### config.mk
export PLATFORM = sky130hd
export DESIGN_NAME = irq_prio_resolver
export DESIGN_NICKNAME = d
export VERILOG_FILES = /design/src/rtl/irq_prio_pkg.sv /design/src/rtl/rot_req_picker.sv /design/src/rtl/rot_svc_picker.sv /design/src/rtl/low_ptr_reg.sv /design/src/rtl/irq_prio_resolver.sv
export SDC_FILE = /design/constraint.sdc
export NUM_CORES = 1
export LEC_CHECK = 0
export ABC_AREA = 1
export BUFFER_PORTS_ARGS = -buffer_cell sky130_fd_sc_hd__buf_2
export CORE_ASPECT_RATIO = 0.6
export CORE_MARGIN = 5
export CORE_UTILIZATION = 55
export DETAILED_ROUTE_END_ITERATION = 8
export HOLD_SLACK_MARGIN = 0.12
export PLACE_DENSITY = 0.82
export SLEW_MARGIN = 20
export SYNTH_ARGS = -nofsm -noshare
export SYNTH_HDL_FRONTEND = slang
export SYNTH_HIERARCHICAL = 1
export SYNTH_SLANG_ARGS = --single-unit
### constraint.sdc
create_clock -name clk -period 3.8 [get_ports clk]
set_input_delay 0.76 -clock clk [delete_from_list [all_inputs] [get_ports clk]]
set_output_delay 0.76 -clock clk [all_outputs]
set_load 0.02 [all_outputs]
### src/rtl/irq_prio_pkg.sv
package irq_prio_pkg;

    parameter int unsigned PIN_COUNT = 8;
    localparam int unsigned PIN_W = $clog2(PIN_COUNT);

    typedef logic [PIN_COUNT-1:0] pin_vec_t;
    typedef logic [PIN_W-1:0]     pin_idx_t;

    typedef enum logic [2:0] {
        OP_NONE     = 3'd0,
        OP_INIT     = 3'd1,
        OP_EOI_ANY  = 3'd2,
        OP_EOI_PIN  = 3'd3,
        OP_SET_LOW  = 3'd4,
        OP_ACK_AUTO = 3'd5
    } prio_op_e;

    typedef struct packed {
        logic     hit;
        pin_idx_t pin;
    } pick_t;

    // Reorder a pin vector so that slot 0 holds the top-priority pin.
    function automatic pin_vec_t align_to_low(pin_vec_t v, pin_idx_t low);
        pin_vec_t r;
        for (int k = 0; k < int'(PIN_COUNT); k++) begin
            r[k] = v[(int'(low) + 1 + k) % int'(PIN_COUNT)];
        end
        return r;
    endfunction

    // Map a priority slot back to its physical pin number.
    function automatic pin_idx_t slot_to_pin(pin_idx_t low, pin_idx_t slot);
        return pin_idx_t'((int'(low) + 1 + int'(slot)) % int'(PIN_COUNT));
    endfunction

    // Lowest set slot wins.
    function automatic pick_t first_slot(pin_vec_t v);
        pick_t r;
        r = '0;
        for (int k = int'(PIN_COUNT) - 1; k >= 0; k--) begin
            if (v[k]) begin
                r.hit = 1'b1;
                r.pin = pin_idx_t'(k);
            end
        end
        return r;
    endfunction

endpackage

### src/rtl/rot_req_picker.sv
module rot_req_picker
    import irq_prio_pkg::*;
#(
    parameter int unsigned CASCADE_PIN = 2
) (
    input  pin_vec_t req_v,
    input  pin_vec_t svc_v,
    input  pin_vec_t mask_v,
    input  pin_idx_t low,
    input  logic     smm,
    input  logic     sfn,
    output pick_t    pick
);
    pin_vec_t blockers;
    pin_vec_t elig_slot;
    pin_vec_t blk_slot;
    pin_vec_t seen;
    pin_vec_t cand;
    pick_t    slot_pick;

    always_comb begin
        blockers = svc_v;
        if (sfn) blockers[CASCADE_PIN] = 1'b0;
        if (smm) blockers = '0;
    end

    assign elig_slot = align_to_low(req_v & ~mask_v, low);
    assign blk_slot  = align_to_low(blockers, low);

    // Running OR of blockers: a blocker at a slot also kills that slot.
    genvar k;
    generate
        for (k = 0; k < int'(PIN_COUNT); k++) begin : g_scan
            if (k == 0) begin : g_first
                assign seen[k] = blk_slot[k];
            end else begin : g_rest
                assign seen[k] = seen[k-1] | blk_slot[k];
            end
            assign cand[k] = elig_slot[k] & ~seen[k];
        end
    endgenerate

    assign slot_pick = first_slot(cand);

    always_comb begin
        pick.hit = slot_pick.hit;
        pick.pin = slot_to_pin(low, slot_pick.pin);
    end
endmodule

### src/rtl/rot_svc_picker.sv
module rot_svc_picker
    import irq_prio_pkg::*;
(
    input  pin_vec_t svc_v,
    input  pin_vec_t mask_v,
    input  pin_idx_t low,
    input  logic     smm,
    output pick_t    pick
);
    pin_vec_t usable;
    pick_t    slot_pick;

    assign usable    = smm ? (svc_v & ~mask_v) : svc_v;
    assign slot_pick = first_slot(align_to_low(usable, low));

    always_comb begin
        pick.hit = slot_pick.hit;
        pick.pin = slot_to_pin(low, slot_pick.pin);
    end
endmodule

### src/rtl/low_ptr_reg.sv
module low_ptr_reg
    import irq_prio_pkg::*;
(
    input  logic     clk,
    input  logic     rst,
    input  logic [2:0] op,
    input  pin_idx_t op_pin,
    input  logic     rotate_en,
    input  pick_t    svc_pick,
    output pin_idx_t low
);
    localparam pin_idx_t LOW_INIT = pin_idx_t'(PIN_COUNT - 1);

    pin_idx_t low_nxt;

    always_comb begin
        low_nxt = low;
        unique case (op)
            OP_INIT:     low_nxt = LOW_INIT;
            OP_EOI_ANY:  if (rotate_en && svc_pick.hit) low_nxt = svc_pick.pin;
            OP_EOI_PIN,
            OP_SET_LOW,
            OP_ACK_AUTO: if (rotate_en) low_nxt = op_pin;
            default:     low_nxt = low;
        endcase
    end

    always_ff @(posedge clk) begin
        if (rst) low <= LOW_INIT;
        else     low <= low_nxt;
    end

    a_r8_init_low: assert property (@(posedge clk) disable iff (rst)
        op == OP_INIT |=> low == LOW_INIT);
    a_r10_pin_eoi_rotates: assert property (@(posedge clk) disable iff (rst)
        (op == OP_EOI_PIN && rotate_en) |=> low == $past(op_pin));
    a_r13_idle_holds: assert property (@(posedge clk) disable iff (rst)
        op == OP_NONE |=> $stable(low));
    a_r11_no_rot_holds: assert property (@(posedge clk) disable iff (rst)
        (op == OP_SET_LOW && !rotate_en) |=> $stable(low));
endmodule

### src/rtl/irq_prio_resolver.sv
module irq_prio_resolver
    import irq_prio_pkg::*;
#(
    parameter int unsigned CASCADE_PIN = 2
) (
    input  logic       clk,
    input  logic       rst,
    input  logic [7:0] req_bits,
    input  logic [7:0] svc_bits,
    input  logic [7:0] mask_bits,
    input  logic       smm_en,
    input  logic       sfn_en,
    input  logic [2:0] op,
    input  logic [2:0] op_pin,
    input  logic       rotate_en,
    output logic       req_hit,
    output logic [2:0] req_pin,
    output logic       svc_hit,
    output logic [2:0] svc_pin,
    output logic [2:0] low_pin
);
    pick_t    req_pick;
    pick_t    svc_pick;
    pin_idx_t low;

    rot_req_picker #(.CASCADE_PIN(CASCADE_PIN)) u_req (
        .req_v (req_bits),
        .svc_v (svc_bits),
        .mask_v(mask_bits),
        .low   (low),
        .smm   (smm_en),
        .sfn   (sfn_en),
        .pick  (req_pick)
    );

    rot_svc_picker u_svc (
        .svc_v (svc_bits),
        .mask_v(mask_bits),
        .low   (low),
        .smm   (smm_en),
        .pick  (svc_pick)
    );

    low_ptr_reg u_low (
        .clk      (clk),
        .rst      (rst),
        .op       (op),
        .op_pin   (op_pin),
        .rotate_en(rotate_en),
        .svc_pick (svc_pick),
        .low      (low)
    );

    assign req_hit = req_pick.hit;
    assign req_pin = req_pick.pin;
    assign svc_hit = svc_pick.hit;
    assign svc_pin = svc_pick.pin;
    assign low_pin = low;

    a_r2_winner_eligible: assert property (@(posedge clk) disable iff (rst)
        req_hit |-> (req_bits[req_pin] && !mask_bits[req_pin]));
    a_r3_winner_not_in_service: assert property (@(posedge clk) disable iff (rst)
        (req_hit && !smm_en && !sfn_en) |-> !svc_bits[req_pin]);
    a_r6_svc_pin_set: assert property (@(posedge clk) disable iff (rst)
        svc_hit |-> svc_bits[svc_pin]);
    a_r6_svc_none: assert property (@(posedge clk) disable iff (rst)
        (svc_bits == 8'h00) |-> !svc_hit);
    a_r7_smm_skips_masked: assert property (@(posedge clk) disable iff (rst)
        (svc_hit && smm_en) |-> !mask_bits[svc_pin]);
    a_r9_eoi_any_rotates: assert property (@(posedge clk) disable iff (rst)
        (op == 3'd2 && rotate_en && svc_hit) |=> low_pin == $past(svc_pin));
endmodule

==> results by group <==
Finish
  • Finished Cell Area: ~2800 µm²
  • Area delta synth->final: 51.51%
  • Fillers: ~180
  • Regs by FF count: u_low/low (3)
  • Top reg by flops: u_low/low
  • Ant diodes: 0
  • Layout cells sized above 1: about 45%
  • Final nets: between 400 and 500
  • Largest register FFs: 3
  • Non-Filler Instances: between 400 and 500

Global route
  • Initial antenna violation count: 0
  • Gr usage total: ~25%
  • Pin count of the biggest net entering global routing: 25
  • Number of global-route vias before repair: approximately 2200
  • GR Overflow Total: 0
  • First-pass GRT wire length: 9473 µm

Place
  • Post-DP HPWL: 4569 µm
  • RD Place Congestion: ~1.0
  • Input/output buffers: 45
  • DP Area: 2233 µm²
  • Inst Count DP: 466

Clock tree
  • CTS Hold Bufs: 0
  • Clk sinks: 3
  • Clock Latency Late Sink: approximately 0.22 ns
  • CTS tree: yes
  • Clock Tree Buf Depth: 2
  • Worst-path clk slew: ~0.03 ns
  • Total CTS buffers: 3
  • # H-tree levels: 1
  • Clk root buf: clkbuf_8

STA
  • Slew @ Worst Pin: 0.4628 ns
  • Minimum clock period: ~4.2 ns
  • Worst slew margin: 68.82%
  • Clock Skews: about 0.0032 ns
  • Slew Limit Fails: 0
  • RSZ-0062 raised after global routing: true
  • Worst Slack Setup Final: -0.3604 ns
  • Final setup fails: 3
  • Fin crit share: 109.5%
  • Fmax: approximately 0.24 GHz
  • Final Hold Vio Count: 0

Worst setup path
  • Worst path slowest cell: fa_2
  • CP Capture Type: output pin
  • Worst Setup Start Kind: input pin
  • Worst Path Required: 3.04 ns
  • Crit-path most repeated cell: nand2_1
  • CP arrival: approximately 3.4 ns
  • Crit path launch: smm_en
  • CP max stage delay: about 0.38 ns
  • Crit-path cells: buf_6 -> inv_6 -> buf_12 -> nand3_2 -> nand3_1 -> nand2_1 -> nand2_1 -> nand2_2 -> nand4_4 -> nor2_4 -> nand3b_1 -> nand2_1 -> nand2_1 -> nand2_1 -> nand2_1 -> a21oi_2 -> ha_2 -> fa_2 -> xor2_1 -> nand3b_1 -> nand2_1 -> buf_6
  • Worst Setup Path Type: in2out
  • Reg-to-Reg Start: u_low/low[0]$_SDFFE_PP1P_
  • Max FO, Critical Path: 6

Die
  • Core area: between 3000 and 4000 µm²
  • DIE WIDTH: around 84 µm
  • Initial Utilization: between 50% and 60%
  • Full die area: ~4600 µm²
  • Die height: roughly 55 µm
  • Top-level I/O count: 46
  • # rows: 16

Power
  • Power density over the cells: 450.0 nW/µm²
  • Total chip power: roughly 0.0012 W
  • Pleak: between 1 and 1.5 nW
  • Worst IR Drop VDD: between 0.0003 and 0.0004 V

Synth
  • Post-synth EDFFs: 0
  • Avg Synthesized Cell Area: a little over 5 µm²
  • Area share of the largest cell type after synthesis: a little under a third
  • Top area cells in the synthesized netlist: nand2_1 (30%), nand3_1 (21%), nand2_2 (5.8%)
  • Asr flop ratio synth: 0%
  • Post-Synth Simple-Gate Area: 66.19%
  • Area leader, netlist: nand2_1
  • Synth Area in XOR/XNOR: under 10%
  • Adder-Cell Fraction of Synth Area: 4.938%
  • Syn Std Cell Area: roughly 1800 µm²
  • Mux share of post-synthesis cell area: less than 1%
  • Largest family of logic cells by synthesized area: simple AND/OR/NAND/NOR gates
  • Synth cell types: 33
  • Sequential area share after synthesis: about 3.3%
  • Post-Syn Nets: around 400
  • Synth Area in Compound Gates: a little under a tenth
  • Cell count after synthesis: about 360
  • Predominant post-synthesis flop cell: dfxtp_1
  • Number of storage elements in the synthesis netlist: 3
  • YS warnings: 6

Routing
  • Initial DRT Pass Iterations: 9
  • DRC: 36
  • DRT iter0 DRCs: around 720
  • DR vias: 3048
  • Total wire length: around 8500 µm
  • Routed vias/inst: 6.390
  • Routed Antenna Nets: 0
  • Routed WL per cell: around 18 µm

Run
  • Maxcap violations: 0

Status
  • Violated checks: design-rule violations, negative setup slack
  • Outcome: finished with violations

Worst hold path
  • Worst Hold Launch: u_low/low[2]$_SDFFE_PP1P_
  • Worst hold path class: reg2reg
[critical path: cells and delay by family]
family                   cells  cell delay (ns)
AND/OR/NAND/NOR             14             1.45
AO/OA/AOI/OAI                1             0.06
buffers and inverters        4             0.41
XOR/XNOR                     1             0.16
adder cells (fa/ha/maj)      2             0.57
[cell type report]
class	instances	area [µm²]	share of cell area [%]
Sequential cell	3	66.31	2.399
Inverter	37	163.9	5.930
Clock buffer	4	45.04	1.630
Multi-Input combinational cell	310	1843	66.68
Tap cell	45	56.30	2.037
Timing Repair Buffer	78	589.3	21.32
[cell families after synthesis]
logic type / Yosys count
mux: 1
xor+xnor: 6
buf+inv: 48
compound gates: 30
fa+ha+maj: 6
simple gates: 267
flops: 3
[Yosys cell counts (3+ instances only)]
cell / number
xnor2_1: 3
dfxtp_1: 3
inv_1: 24
buf_2: 6
ha_1: 4
nor2_1: 11
buf_6: 4
nand2_1: 148
a21oi_1: 8
nand2_2: 17
inv_2: 12
o21ai_0: 15
nand3_1: 78
[power breakdown]
| group | switching, W | total (W) | leakage [nW] | internal, W |
|---|---|---|---|---|
| clock network | 0.0000215 | 0.0000931 | 0.0228 | 0.0000716 |
| registers | 0.00000645 | 0.0000423 | 0.0244 | 0.0000359 |
| logic | 0.000692 | 0.00111 | 1.43 | 0.000416 |
| total | 0.000720 | 0.00124 | 1.47 | 0.000524 |
[through the flow]
step / utilization [%] / hold slack (ns) / setup WS (ns) / setup TNS (ns)
6_report: 85.75 / 0.5882 / -0.3604 / -0.6307
3_5_place_dp: 69.29 / 0.5865 / -0.2056 / -0.2138
4_1_cts: 73.76 / 0.6209 / -0.04923 / -0.08089
2_1_floorplan: - / 0.5716 / 0.06702 / 0
5_1_grt: 85.75 / 0.6441 / -0.4160 / -0.8593
3_3_place_gp: 69.29 / 0.5857 / -0.1459 / -0.1459
[cells in the final DEF, fill, tap and decap left out, types with 3 or more instances in the layout]
cell type / Yosys / layout
a21oi_1: 8 / 6
a21oi_2: 1 / 3
buf_12: 0 / 3
buf_2: 6 / 41
buf_4: 1 / 23
buf_6: 4 / 9
clkbuf_8: 0 / 3
inv_1: 24 / 22
inv_2: 12 / 10
inv_6: 1 / 3
nand2_1: 148 / 118
nand2_2: 17 / 45
nand2_4: 2 / 3
nand3_1: 78 / 49
nand3_2: 1 / 30
nor2_1: 11 / 11
o21ai_0: 15 / 7
o21ai_1: 0 / 8
[worst paths after layout]
kind,endpoint,slack [ns],depth (start not counted)
worst max-delay path,req_pin[2],-0.36,22
worst min-delay path,u_low/low[2]$_SDFFE_PP1P_,0.59,2
worst max register to register,u_low/low[2]$_SDFFE_PP1P_,0.74,21
worst min register to register,u_low/low[2]$_SDFFE_PP1P_,0.59,2
[routing by layer]
metal	routed length, µm	vias to the layer above	track usage (%)
met4	794	0	4.737
met1	2941	1284	36.94
met3	1437	125	4.812
met5	0	-	0
met2	3287	324	39.40
li1	-	1315	-
[timing repair]
action,4_1_cts,5_1_grt
gates cloned,0,2
pin swaps,17,31
endpoints found under the setup margin,3,3
resized for setup,25,85
hold endpoints to repair,0,0
setup buffers,0,5
Power figures use the tool's default switching activity.
